**src/rtl/walk_pkg.sv**
```systemverilog
package walk_pkg;

    typedef enum logic [2:0] {
        ST_IDLE,
        ST_FETCH_OUTER,
        ST_FETCH_INNER,
        ST_DONE,
        ST_FAULT
    } walk_state_e;

    typedef enum logic [1:0] {
        FLT_NONE    = 2'd0,
        FLT_BOUND   = 2'd1,
        FLT_INVALID = 2'd2,
        FLT_PROT    = 2'd3
    } walk_fault_e;

    // entry flag positions
    localparam int ENT_VALID_BIT = 0;
    localparam int ENT_RO_BIT    = 1;
    // entries are 4-byte words
    localparam int WORD_SHIFT    = 2;

endpackage

```
**src/rtl/walk_cfg.sv**
```systemverilog
module walk_cfg #(
    parameter int PA_W  = 32,
    parameter int LEN_W = 11
) (
    input  logic             clk,
    input  logic             rst_n,
    input  logic             cfg_we,
    input  logic             cfg_sel,
    input  logic [PA_W-1:0]  cfg_wdata,
    output logic [PA_W-1:0]  base_o,
    output logic [LEN_W-1:0] len_o
);

    always_ff @(posedge clk) begin
        if (!rst_n) begin
            base_o <= '0;
            len_o  <= '0;
        end else if (cfg_we) begin
            if (cfg_sel) begin
                len_o <= cfg_wdata[LEN_W-1:0];
            end else begin
                base_o <= cfg_wdata;
            end
        end
    end

endmodule

```
**src/rtl/walk_addr.sv**
```systemverilog
module walk_addr
    import walk_pkg::*;
#(
    parameter int OUT_W = 10,
    parameter int IN_W  = 10,
    parameter int OFF_W = 12,
    parameter int PA_W  = 32,
    parameter int LEN_W = OUT_W + 1
) (
    input  logic [PA_W-1:0]       base_i,
    input  logic [LEN_W-1:0]      len_i,
    input  logic [OUT_W-1:0]      outer_idx_i,
    input  logic [IN_W-1:0]       inner_idx_i,
    input  logic [OFF_W-1:0]      offset_i,
    input  logic [PA_W-OFF_W-1:0] frame_i,
    output logic [PA_W-1:0]       outer_addr_o,
    output logic                  in_bound_o,
    output logic [PA_W-1:0]       inner_addr_o,
    output logic [PA_W-1:0]       leaf_pa_o
);

    localparam int SH_W = IN_W + WORD_SHIFT;

    logic [OFF_W-1:0] inner_off;

    generate
        if (SH_W == OFF_W) begin : g_exact
            assign inner_off = {inner_idx_i, {WORD_SHIFT{1'b0}}};
        end else if (SH_W < OFF_W) begin : g_pad
            assign inner_off = {{(OFF_W - SH_W){1'b0}}, inner_idx_i, {WORD_SHIFT{1'b0}}};
        end else begin : g_trunc
            assign inner_off = {inner_idx_i[OFF_W-WORD_SHIFT-1:0], {WORD_SHIFT{1'b0}}};
        end
    endgenerate

    always_comb begin
        outer_addr_o = base_i + ({{(PA_W - OUT_W){1'b0}}, outer_idx_i} << WORD_SHIFT);
        in_bound_o   = LEN_W'(outer_idx_i) < len_i;
        inner_addr_o = {frame_i, inner_off};
        leaf_pa_o    = {frame_i, offset_i};
    end

endmodule

```
**src/rtl/walk_fsm.sv**
```systemverilog
module walk_fsm
    import walk_pkg::*;
#(
    parameter int LOW_W = 22,
    parameter int PA_W  = 32
) (
    input  logic             clk,
    input  logic             rst_n,
    input  logic             req_valid_i,
    input  logic             req_write_i,
    input  logic [LOW_W-1:0] req_low_i,
    output logic             req_ready_o,
    input  logic             in_bound_i,
    input  logic [PA_W-1:0]  outer_addr_i,
    input  logic [PA_W-1:0]  inner_addr_i,
    input  logic [PA_W-1:0]  leaf_pa_i,
    output logic [LOW_W-1:0] held_low_o,
    output logic             mem_req_valid_o,
    output logic [PA_W-1:0]  mem_req_addr_o,
    input  logic             mem_req_ready_i,
    input  logic             mem_rsp_valid_i,
    input  logic             ent_valid_i,
    input  logic             ent_ro_i,
    output logic             done_o,
    output logic [1:0]       fault_o,
    output logic [PA_W-1:0]  paddr_o
);

    walk_state_e state_q, state_d;
    walk_fault_e code_q;
    logic             issued_q;
    logic             wr_q;
    logic [LOW_W-1:0] low_q;
    logic [PA_W-1:0]  addr_q;
    logic [PA_W-1:0]  pa_q;
    logic             accept;
    logic             rsp_take;

    assign accept   = (state_q == ST_IDLE) && req_valid_i;
    assign rsp_take = issued_q && mem_rsp_valid_i;

    // next state
    always_comb begin
        state_d = state_q;
        unique case (state_q)
            ST_IDLE: begin
                if (req_valid_i) begin
                    state_d = in_bound_i ? ST_FETCH_OUTER : ST_FAULT;
                end
            end
            ST_FETCH_OUTER: begin
                if (rsp_take) begin
                    state_d = ent_valid_i ? ST_FETCH_INNER : ST_FAULT;
                end
            end
            ST_FETCH_INNER: begin
                if (rsp_take) begin
                    if (!ent_valid_i || (wr_q && ent_ro_i)) begin
                        state_d = ST_FAULT;
                    end else begin
                        state_d = ST_DONE;
                    end
                end
            end
            ST_DONE:  state_d = ST_IDLE;
            ST_FAULT: state_d = ST_IDLE;
            default:  state_d = ST_IDLE;
        endcase
    end

    // state register
    always_ff @(posedge clk) begin
        if (!rst_n) begin
            state_q <= ST_IDLE;
        end else begin
            state_q <= state_d;
        end
    end

    // walk context
    always_ff @(posedge clk) begin
        if (!rst_n) begin
            issued_q <= 1'b0;
            wr_q     <= 1'b0;
            low_q    <= '0;
            addr_q   <= '0;
            pa_q     <= '0;
            code_q   <= FLT_NONE;
        end else begin
            if (accept) begin
                wr_q     <= req_write_i;
                low_q    <= req_low_i;
                addr_q   <= outer_addr_i;
                issued_q <= 1'b0;
                code_q   <= in_bound_i ? FLT_NONE : FLT_BOUND;
            end
            if (mem_req_valid_o && mem_req_ready_i) begin
                issued_q <= 1'b1;
            end
            if (rsp_take) begin
                issued_q <= 1'b0;
                if (state_q == ST_FETCH_OUTER) begin
                    if (!ent_valid_i) begin
                        code_q <= FLT_INVALID;
                    end else begin
                        addr_q <= inner_addr_i;
                    end
                end else begin
                    if (!ent_valid_i) begin
                        code_q <= FLT_INVALID;
                    end else if (wr_q && ent_ro_i) begin
                        code_q <= FLT_PROT;
                    end else begin
                        pa_q <= leaf_pa_i;
                    end
                end
            end
        end
    end

    // outputs
    always_comb begin
        req_ready_o     = (state_q == ST_IDLE);
        mem_req_valid_o = ((state_q == ST_FETCH_OUTER) || (state_q == ST_FETCH_INNER)) && !issued_q;
        mem_req_addr_o  = addr_q;
        done_o          = (state_q == ST_DONE) || (state_q == ST_FAULT);
        fault_o         = (state_q == ST_FAULT) ? code_q : FLT_NONE;
        paddr_o         = (state_q == ST_DONE) ? pa_q : '0;
        held_low_o      = low_q;
    end

endmodule

```
**src/rtl/two_level_walker.sv**
```systemverilog
module two_level_walker
    import walk_pkg::*;
#(
    parameter int VA_W  = 32,
    parameter int OUT_W = 10,
    parameter int IN_W  = 10,
    parameter int PA_W  = 32
) (
    input  logic            clk,
    input  logic            rst_n,
    input  logic            cfg_we,
    input  logic            cfg_sel,
    input  logic [PA_W-1:0] cfg_wdata,
    input  logic            req_valid,
    output logic            req_ready,
    input  logic [VA_W-1:0] req_vaddr,
    input  logic            req_write,
    output logic            mem_req_valid,
    input  logic            mem_req_ready,
    output logic [PA_W-1:0] mem_req_addr,
    input  logic            mem_rsp_valid,
    input  logic [PA_W-1:0] mem_rsp_data,
    output logic            done,
    output logic [1:0]      fault,
    output logic [PA_W-1:0] paddr
);

    localparam int OFF_W = VA_W - OUT_W - IN_W;
    localparam int LOW_W = OFF_W + IN_W;
    localparam int LEN_W = OUT_W + 1;
    localparam int FRM_W = PA_W - OFF_W;

    logic [PA_W-1:0]  base_q;
    logic [LEN_W-1:0] len_q;
    logic [LOW_W-1:0] held_low;
    logic [PA_W-1:0]  outer_addr;
    logic [PA_W-1:0]  inner_addr;
    logic [PA_W-1:0]  leaf_pa;
    logic             in_bound;
    logic             unused_rsp_bits;

    // entry bits between the flags and the frame are reserved
    assign unused_rsp_bits = ^mem_rsp_data[OFF_W-1:ENT_RO_BIT+1];

    walk_cfg #(
        .PA_W  (PA_W),
        .LEN_W (LEN_W)
    ) u_cfg (
        .clk       (clk),
        .rst_n     (rst_n),
        .cfg_we    (cfg_we),
        .cfg_sel   (cfg_sel),
        .cfg_wdata (cfg_wdata),
        .base_o    (base_q),
        .len_o     (len_q)
    );

    walk_addr #(
        .OUT_W (OUT_W),
        .IN_W  (IN_W),
        .OFF_W (OFF_W),
        .PA_W  (PA_W),
        .LEN_W (LEN_W)
    ) u_addr (
        .base_i       (base_q),
        .len_i        (len_q),
        .outer_idx_i  (req_vaddr[VA_W-1 -: OUT_W]),
        .inner_idx_i  (held_low[LOW_W-1 -: IN_W]),
        .offset_i     (held_low[OFF_W-1:0]),
        .frame_i      (mem_rsp_data[PA_W-1 -: FRM_W]),
        .outer_addr_o (outer_addr),
        .in_bound_o   (in_bound),
        .inner_addr_o (inner_addr),
        .leaf_pa_o    (leaf_pa)
    );

    walk_fsm #(
        .LOW_W (LOW_W),
        .PA_W  (PA_W)
    ) u_fsm (
        .clk             (clk),
        .rst_n           (rst_n),
        .req_valid_i     (req_valid),
        .req_write_i     (req_write),
        .req_low_i       (req_vaddr[LOW_W-1:0]),
        .req_ready_o     (req_ready),
        .in_bound_i      (in_bound),
        .outer_addr_i    (outer_addr),
        .inner_addr_i    (inner_addr),
        .leaf_pa_i       (leaf_pa),
        .held_low_o      (held_low),
        .mem_req_valid_o (mem_req_valid),
        .mem_req_addr_o  (mem_req_addr),
        .mem_req_ready_i (mem_req_ready),
        .mem_rsp_valid_i (mem_rsp_valid),
        .ent_valid_i     (mem_rsp_data[ENT_VALID_BIT]),
        .ent_ro_i        (mem_rsp_data[ENT_RO_BIT]),
        .done_o          (done),
        .fault_o         (fault),
        .paddr_o         (paddr)
    );

endmodule

```
**config.mk**
```make
export PLATFORM = sky130hd
export DESIGN_NAME = two_level_walker
export DESIGN_NICKNAME = d
export VERILOG_FILES = /design/src/rtl/walk_pkg.sv /design/src/rtl/walk_cfg.sv /design/src/rtl/walk_addr.sv /design/src/rtl/walk_fsm.sv /design/src/rtl/two_level_walker.sv
export SDC_FILE = /design/constraint.sdc
export NUM_CORES = 1
export LEC_CHECK = 0
export ABC_AREA = 1
export BUFFER_PORTS_ARGS = -buffer_cell sky130_fd_sc_hd__buf_2
export CAP_MARGIN = 30
export CELL_PAD_IN_SITES_DETAIL_PLACEMENT = 1
export CELL_PAD_IN_SITES_GLOBAL_PLACEMENT = 1
export CORE_ASPECT_RATIO = 1.25
export CORE_UTILIZATION = 35
export CTS_CLUSTER_DIAMETER = 80
export CTS_CLUSTER_SIZE = 25
export DETAILED_ROUTE_END_ITERATION = 10
export GPL_ROUTABILITY_DRIVEN = 0
export PLACE_DENSITY = 0.87
export SKIP_CTS_REPAIR_TIMING = 1
export SYNTH_ARGS = -nofsm -noshare
export SYNTH_HDL_FRONTEND = slang
export SYNTH_HIERARCHICAL = 1
export SYNTH_SLANG_ARGS = --single-unit
```
**constraint.sdc**
```tcl
create_clock -name clk -period 4.3 [get_ports clk]
set_clock_uncertainty 0.2 [all_clocks]
set_input_delay 0.43 -clock clk [delete_from_list [all_inputs] [get_ports clk]]
set_output_delay 0.43 -clock clk [all_outputs]
set_load 0.1 [all_outputs]
```
* Word-level counts from Yosys, hierarchy flattened
Cells that the tools add are included.
** Storage, ports and cells
- Flip-flop bits (word level) :: 136
- Input bits :: 104
- Output and inout port bits :: 69
- Word-level logic and storage cells :: 61
** Cells by class
- Add/subtract/negate cells :: 1
- $lt $le $gt $ge :: 1
- Equal/unequal tests :: 7
- Muxes and demuxes :: 22
- Bitwise logic cells :: 4
- Reductions and logical operators :: 17
** Operator list (number)
- $mux 32 :: 5
- $add 32x12->32 :: 1
- $mux 3 :: 6
- $mux 2 :: 7
- $lt 10x11->1 :: 1
- $pmux 3 s3 :: 1
- $eq 3x2->1 const B :: 2
- $logic_and 1x1->1 :: 5
- $ne 2x1->1 const B :: 2
- $not 1->1 :: 4
- $reduce_and 2->1 :: 2
- $reduce_and 4->1 :: 1
- $eq 3x1->1 const B :: 1
- $eq 3x3->1 const B :: 1
- $logic_not 3->1 :: 1
- $logic_or 1x1->1 :: 3
- $mux 1 :: 3
- $reduce_and 3->1 :: 1
- $logic_not 1->1 :: 2
- $ne 2x2->1 const B :: 1
- $reduce_bool 2->1 :: 1
- $reduce_or 2->1 :: 1

* Longest topological paths before layout
- Depth in word-level cells :: 7
- Mapped depth :: 15

* By module
Netlist, hierarchy kept.
** By module, submodules not included
- walk_fsm :: instances 1, cells an instance 716, area an instance 4369.2 sq um, sequential area each 1861.8 sq um
- walk_addr :: instances 1, cells an instance 375, area an instance 2143.3 sq um, sequential area each 0.0 sq um
- walk_cfg :: instances 1, cells an instance 258, area an instance 1786.7 sq um, sequential area each 860.8 sq um

* Worst setup path after synthesis
No wires, ideal clock.
- Path type :: register to output
- Start point :: register u_fsm.state_q[1]
- End point :: output port paddr[22]
- Data arrival time :: 2170 ps
- Data required time :: 3670 ps
- Path slack :: 1500 ps
- Stages on the path, launching flop included :: 6
- Path buffers :: 1
- Cells stage by stage :: dfxtp_1 > inv_1 > nor2_1 > nand2_1 > clkbuf_1 > nor2_1
** On the way
- Cells in the longest elaborated chain, start to end :: 2
** Ends and longest elaborated chain
- start, declared :: RTL line walk_fsm.sv:29 : walk_state_e state_q, state_d;
- start signal, assigned :: RTL line walk_fsm.sv:76 : state_q <= state_d;
- $eq 3x2->1 :: RTL line walk_fsm.sv:128 : paddr_o = (state_q == ST_DONE) ? pa_q : '0;
- $mux 32 :: RTL line walk_fsm.sv:128
- end, declared :: RTL line two_level_walker.sv:25 : output logic [PA_W-1:0] paddr
No other way between the ends.

* Worst setup path in the final report
- Start point :: register u_fsm.state_q[1]
- End point :: output port paddr[25]
Same word-level chain as after synthesis.

==> flow_summary.json <==
{
  "synth.yosys.warnings": 6,
  "synth.cell_area_sq_um": 8300,
  "timing_worst_setup_path_type": "reg -> out",
  "cp.arrival_ns": 2.20,
  "finalPower_mw": 4.70,
  "timing.final.max_slew_violations": 0,
  "worst_setup_hold_path_clk_slew_ns": 0.06,
  "numPortBuffers": 162,
  "overflow_left_after_global_routing": 0,
  "timing.fmax_mhz": 354,
  "post_route_fraction_of_the_period_consumed_by_the_critical_path": 0.658,
  "effective_utilization_at_floorplan": 0.359,
  "fill_cells": 3145,
  "floorplan_core_area_sq_um": 23100,
  "synth_enable_flop_cells": 0,
  "p_leak_nw": 5.05,
  "hold_viol": 0,
  "timing.critical_path.to_type": "output pin",
  "insertedDiodeCount": 0,
  "worstHoldPathType": "in -> reg",
  "critPathLaunchType": "flip-flop",
  "synth_largest_area_cell": "sky130_fd_sc_hd__dfxtp_1",
  "max-vdd-ir-drop_mv": 0.303,
  "dieArea_sq_um": 24300,
  "clock_latency_of_the_later_clocked_register_in_the_worst_skew_pair_ns": 0.43,
  "post-synth-top-area-fraction": 0.328,
  "first_pass_grt_wire_length_mm": 38.6,
  "outcome": "complete, no violations",
  "post-route-min-period_ns": 2.83,
  "worstReg2RegEnd": "u_fsm/mem_req_addr_o[18]$_SDFF_PN0_",
  "final_layout_size_suffix_gt1_frac": 0.169,
  "crit_path_max_fanout": 25,
  "fin_ws_ns": 1.47,
  "final_core_util": 0.406,
  "fin_nets": 1541,
  "syn_area_per_cell_sq_um": 6.15,
  "report.final.setup_viol": 0,
  "drt-pass1-iter-count": 4,
  "reg2reg_from": "u_cfg/base_o[2]$_SDFFE_PN0P_",
  "place_worst_setup_slack_ns": 1.60,
  "hpwl_mm": 17.3,
  "avgViaCountPerCell": 4.61,
  "die_h_um": 174,
  "slew_headroom": 0.420,
  "synth.top_cells.by_area": "sky130_fd_sc_hd__dfxtp_1 33%, sky130_fd_sc_hd__nand2_1 20%, sky130_fd_sc_hd__nor2_1 12%",
  "groute.usage.overall": 0.198,
  "via_count_of_the_first_global_routing_pass": 8015,
  "worstHoldPathCells": 3,
  "grt_start_max_net_pins": 84,
  "tns_ns": 0,
  "route.vias.total": 7912,
  "tightest_slew_ns": 0.870,
  "rsz0062_at_grt": "false",
  "std_cell_rows": 62,
  "avgRoutedWirePerCell_um": 13.6,
  "max_cap_viol_count": 0,
  "synth_cell_type_count": 35,
  "io_pins": 173,
  "cts.sinks": 136,
  "tritoncts": "built",
  "route.detailed.drc": 0,
  "required_ns": 3.67,
  "ant_nets": 0,
  "ff2ff_path_depth": 15,
  "crit_end": "paddr[25]",
  "area_growth_pct": 13.1,
  "number_of_antenna_violations_at_the_first_check_in_global_routing": 0,
  "ys_seq_elements": 136,
  "clockBufferDepth": 2,
  "r2r_setup_slack_ns": 1.83,
  "fp.dieW_um": 140,
  "crit_path_start": "u_fsm/state_q[1]$_SDFFE_PN0P_",
  "power-per-cell-area_nw_per_um2": 501,
  "num_cts_buffers": 17,
  "routed_wl_mm": 23.3,
  "netlist_instances": 1349,
  "initialDrtViolationCount": 266,
  "ys_seq_area_frac": 0.328,
  "hold_slack_ns": 0.0483,
  "asyncSetResetFlopFracSynth": 0,
  "clock_tree.htree_level_count": 4,
  "dominant_synthesized_flop_cell": "sky130_fd_sc_hd__dfxtp_1",
  "clockRootBuffer": "sky130_fd_sc_hd__clkbuf_16"
}
[worst min path at each step]
stage,start,to,slack [ns]
5_1_grt,req_vaddr[1],u_fsm/held_low_o[1]$_SDFFE_PN0P_,0.03
4_1_cts,mem_rsp_data[27],u_fsm/pa_q[27]$_SDFFE_PN0P_,0.02
2_1_floorplan,u_fsm/wr_q$_SDFFE_PN0P_,u_fsm/wr_q$_SDFFE_PN0P_,0.24
3_3_place_gp,u_fsm/held_low_o[2]$_SDFFE_PN0P_,u_fsm/held_low_o[2]$_SDFFE_PN0P_,0.25
3_5_place_dp,u_fsm/held_low_o[5]$_SDFFE_PN0P_,u_fsm/held_low_o[5]$_SDFFE_PN0P_,0.26
6_report,mem_rsp_data[27],u_fsm/pa_q[27]$_SDFFE_PN0P_,0.05
[flip-flops by register name, summed over array words and instances (netlist names)]
| signal | cells |
|---|---|
| u_fsm/held_low_o | 22 |
| u_cfg/base_o | 32 |
| u_fsm/state_q | 3 |
| u_fsm/issued_q | 1 |
| u_cfg/len_o | 11 |
| u_fsm/wr_q | 1 |
| u_fsm/pa_q | 32 |
| u_fsm/mem_req_addr_o | 32 |
| u_fsm/code_q | 2 |
[final cells by class]
cell class | instances | area (sq um) | share of cell area
Clock buffer | 20 | 457 | 0.0487
Clock inverter | 11 | 195 | 0.0208
Inverter | 174 | 653 | 0.0696
Multi-Input combinational cell | 919 | 4110 | 0.438
Sequential cell | 136 | 2720 | 0.290
Tap cell | 288 | 360 | 0.0384
Timing Repair Buffer | 169 | 886 | 0.0944
[cell usage in the layout, fill, tap and decap left out, drive strengths merged]
cell type	synthesis	final
nand2	447	447
nor2	273	273
inv	174	175
buf	104	169
dfxtp	136	136
nand3	69	69
a21oi	44	44
clkbuf	17	20
ha	19	19
o21ai	15	15
nand3b	13	13
xor2	11	11
nor3	10	10
nand4	7	7
bufinv	0	5
clkinvlp	0	3
o211ai	2	2
conb	1	2
clkinv	0	2
and2	2	2
or2	1	1
nor3b	1	1
a21boi	1	1
xnor2	1	1
fa	1	1
[logic make-up (layout without fill, tap and decap cells)]
| logic type | after synthesis | after routing | share of synthesized area |
|---|---|---|---|
| xor gates and xnor gates | 12 | 12 | 0.0127 |
| DFF | 136 | 136 | 0.328 |
| AOI/OAI and AO/OA | 62 | 62 | 0.0387 |
| buffers and inverters | 295 | 374 | 0.177 |
| and+or+nand+nor | 823 | 823 | 0.412 |
| adders and majority gates | 20 | 20 | 0.0311 |
| other | 1 | 2 | 0.000452 |
[cells in the mapped netlist (2+ instances only)]
master and count:
sky130_fd_sc_hd__a21oi_1 44, sky130_fd_sc_hd__buf_1 5, sky130_fd_sc_hd__buf_2 18, sky130_fd_sc_hd__buf_4 72
sky130_fd_sc_hd__buf_6 9, sky130_fd_sc_hd__clkbuf_1 17, sky130_fd_sc_hd__dfxtp_1 136, sky130_fd_sc_hd__ha_1 19
sky130_fd_sc_hd__inv_1 167, sky130_fd_sc_hd__inv_2 7, sky130_fd_sc_hd__nand2_1 439, sky130_fd_sc_hd__nand2_2 7
sky130_fd_sc_hd__nand3_1 62, sky130_fd_sc_hd__nand3_2 6, sky130_fd_sc_hd__nand3b_1 13, sky130_fd_sc_hd__nand4_1 7
sky130_fd_sc_hd__nor2_1 264, sky130_fd_sc_hd__nor2_2 7, sky130_fd_sc_hd__nor2_4 2, sky130_fd_sc_hd__nor3_1 3
sky130_fd_sc_hd__nor3_2 5, sky130_fd_sc_hd__nor3_4 2, sky130_fd_sc_hd__o211ai_1 2, sky130_fd_sc_hd__o21ai_0 15
sky130_fd_sc_hd__xor2_1 11
[where the power goes]
| group | total (mW) | internal (mW) | switching (mW) | leakage, nW |
|---|---|---|---|---|
| clock network | 1.63 | 1.06 | 0.572 | 0.309 |
| registers | 1.52 | 1.42 | 0.104 | 1.11 |
| logic | 1.55 | 0.363 | 1.19 | 3.63 |
| total | 4.70 | 2.84 | 1.87 | 5.05 |
[worst max-delay path: stages (launching register included)]
cell and delay [ns]:
sky130_fd_sc_hd__dfxtp_1 0.39, sky130_fd_sc_hd__inv_1 0.11, sky130_fd_sc_hd__nor2_1 0.16, sky130_fd_sc_hd__nand2_1 0.30, sky130_fd_sc_hd__buf_16 0.27, sky130_fd_sc_hd__nor2_1 0.10, sky130_fd_sc_hd__buf_2 0.43
[through the flow]
step                      cells  instance area (sq um)
after CTS                  1717                   9390
after global routing       1717                   9390
after global placement     1685                   8710
final                      1717                   9390
after detailed placement   1686                   8730
after floorplan            1350                   8300
[routing by layer]
layer / share of wire / global-route usage / vias to the layer above
met3: 0.033 / 0.0377 / 29
met2: 0.50 / 0.356 / 144
li1: - / - / 4102
met1: 0.45 / 0.233 / 3637
met5: 0 / 0 / -
met4: 0.017 / 0.0650 / 0
(Power assumes the default switching activity.)
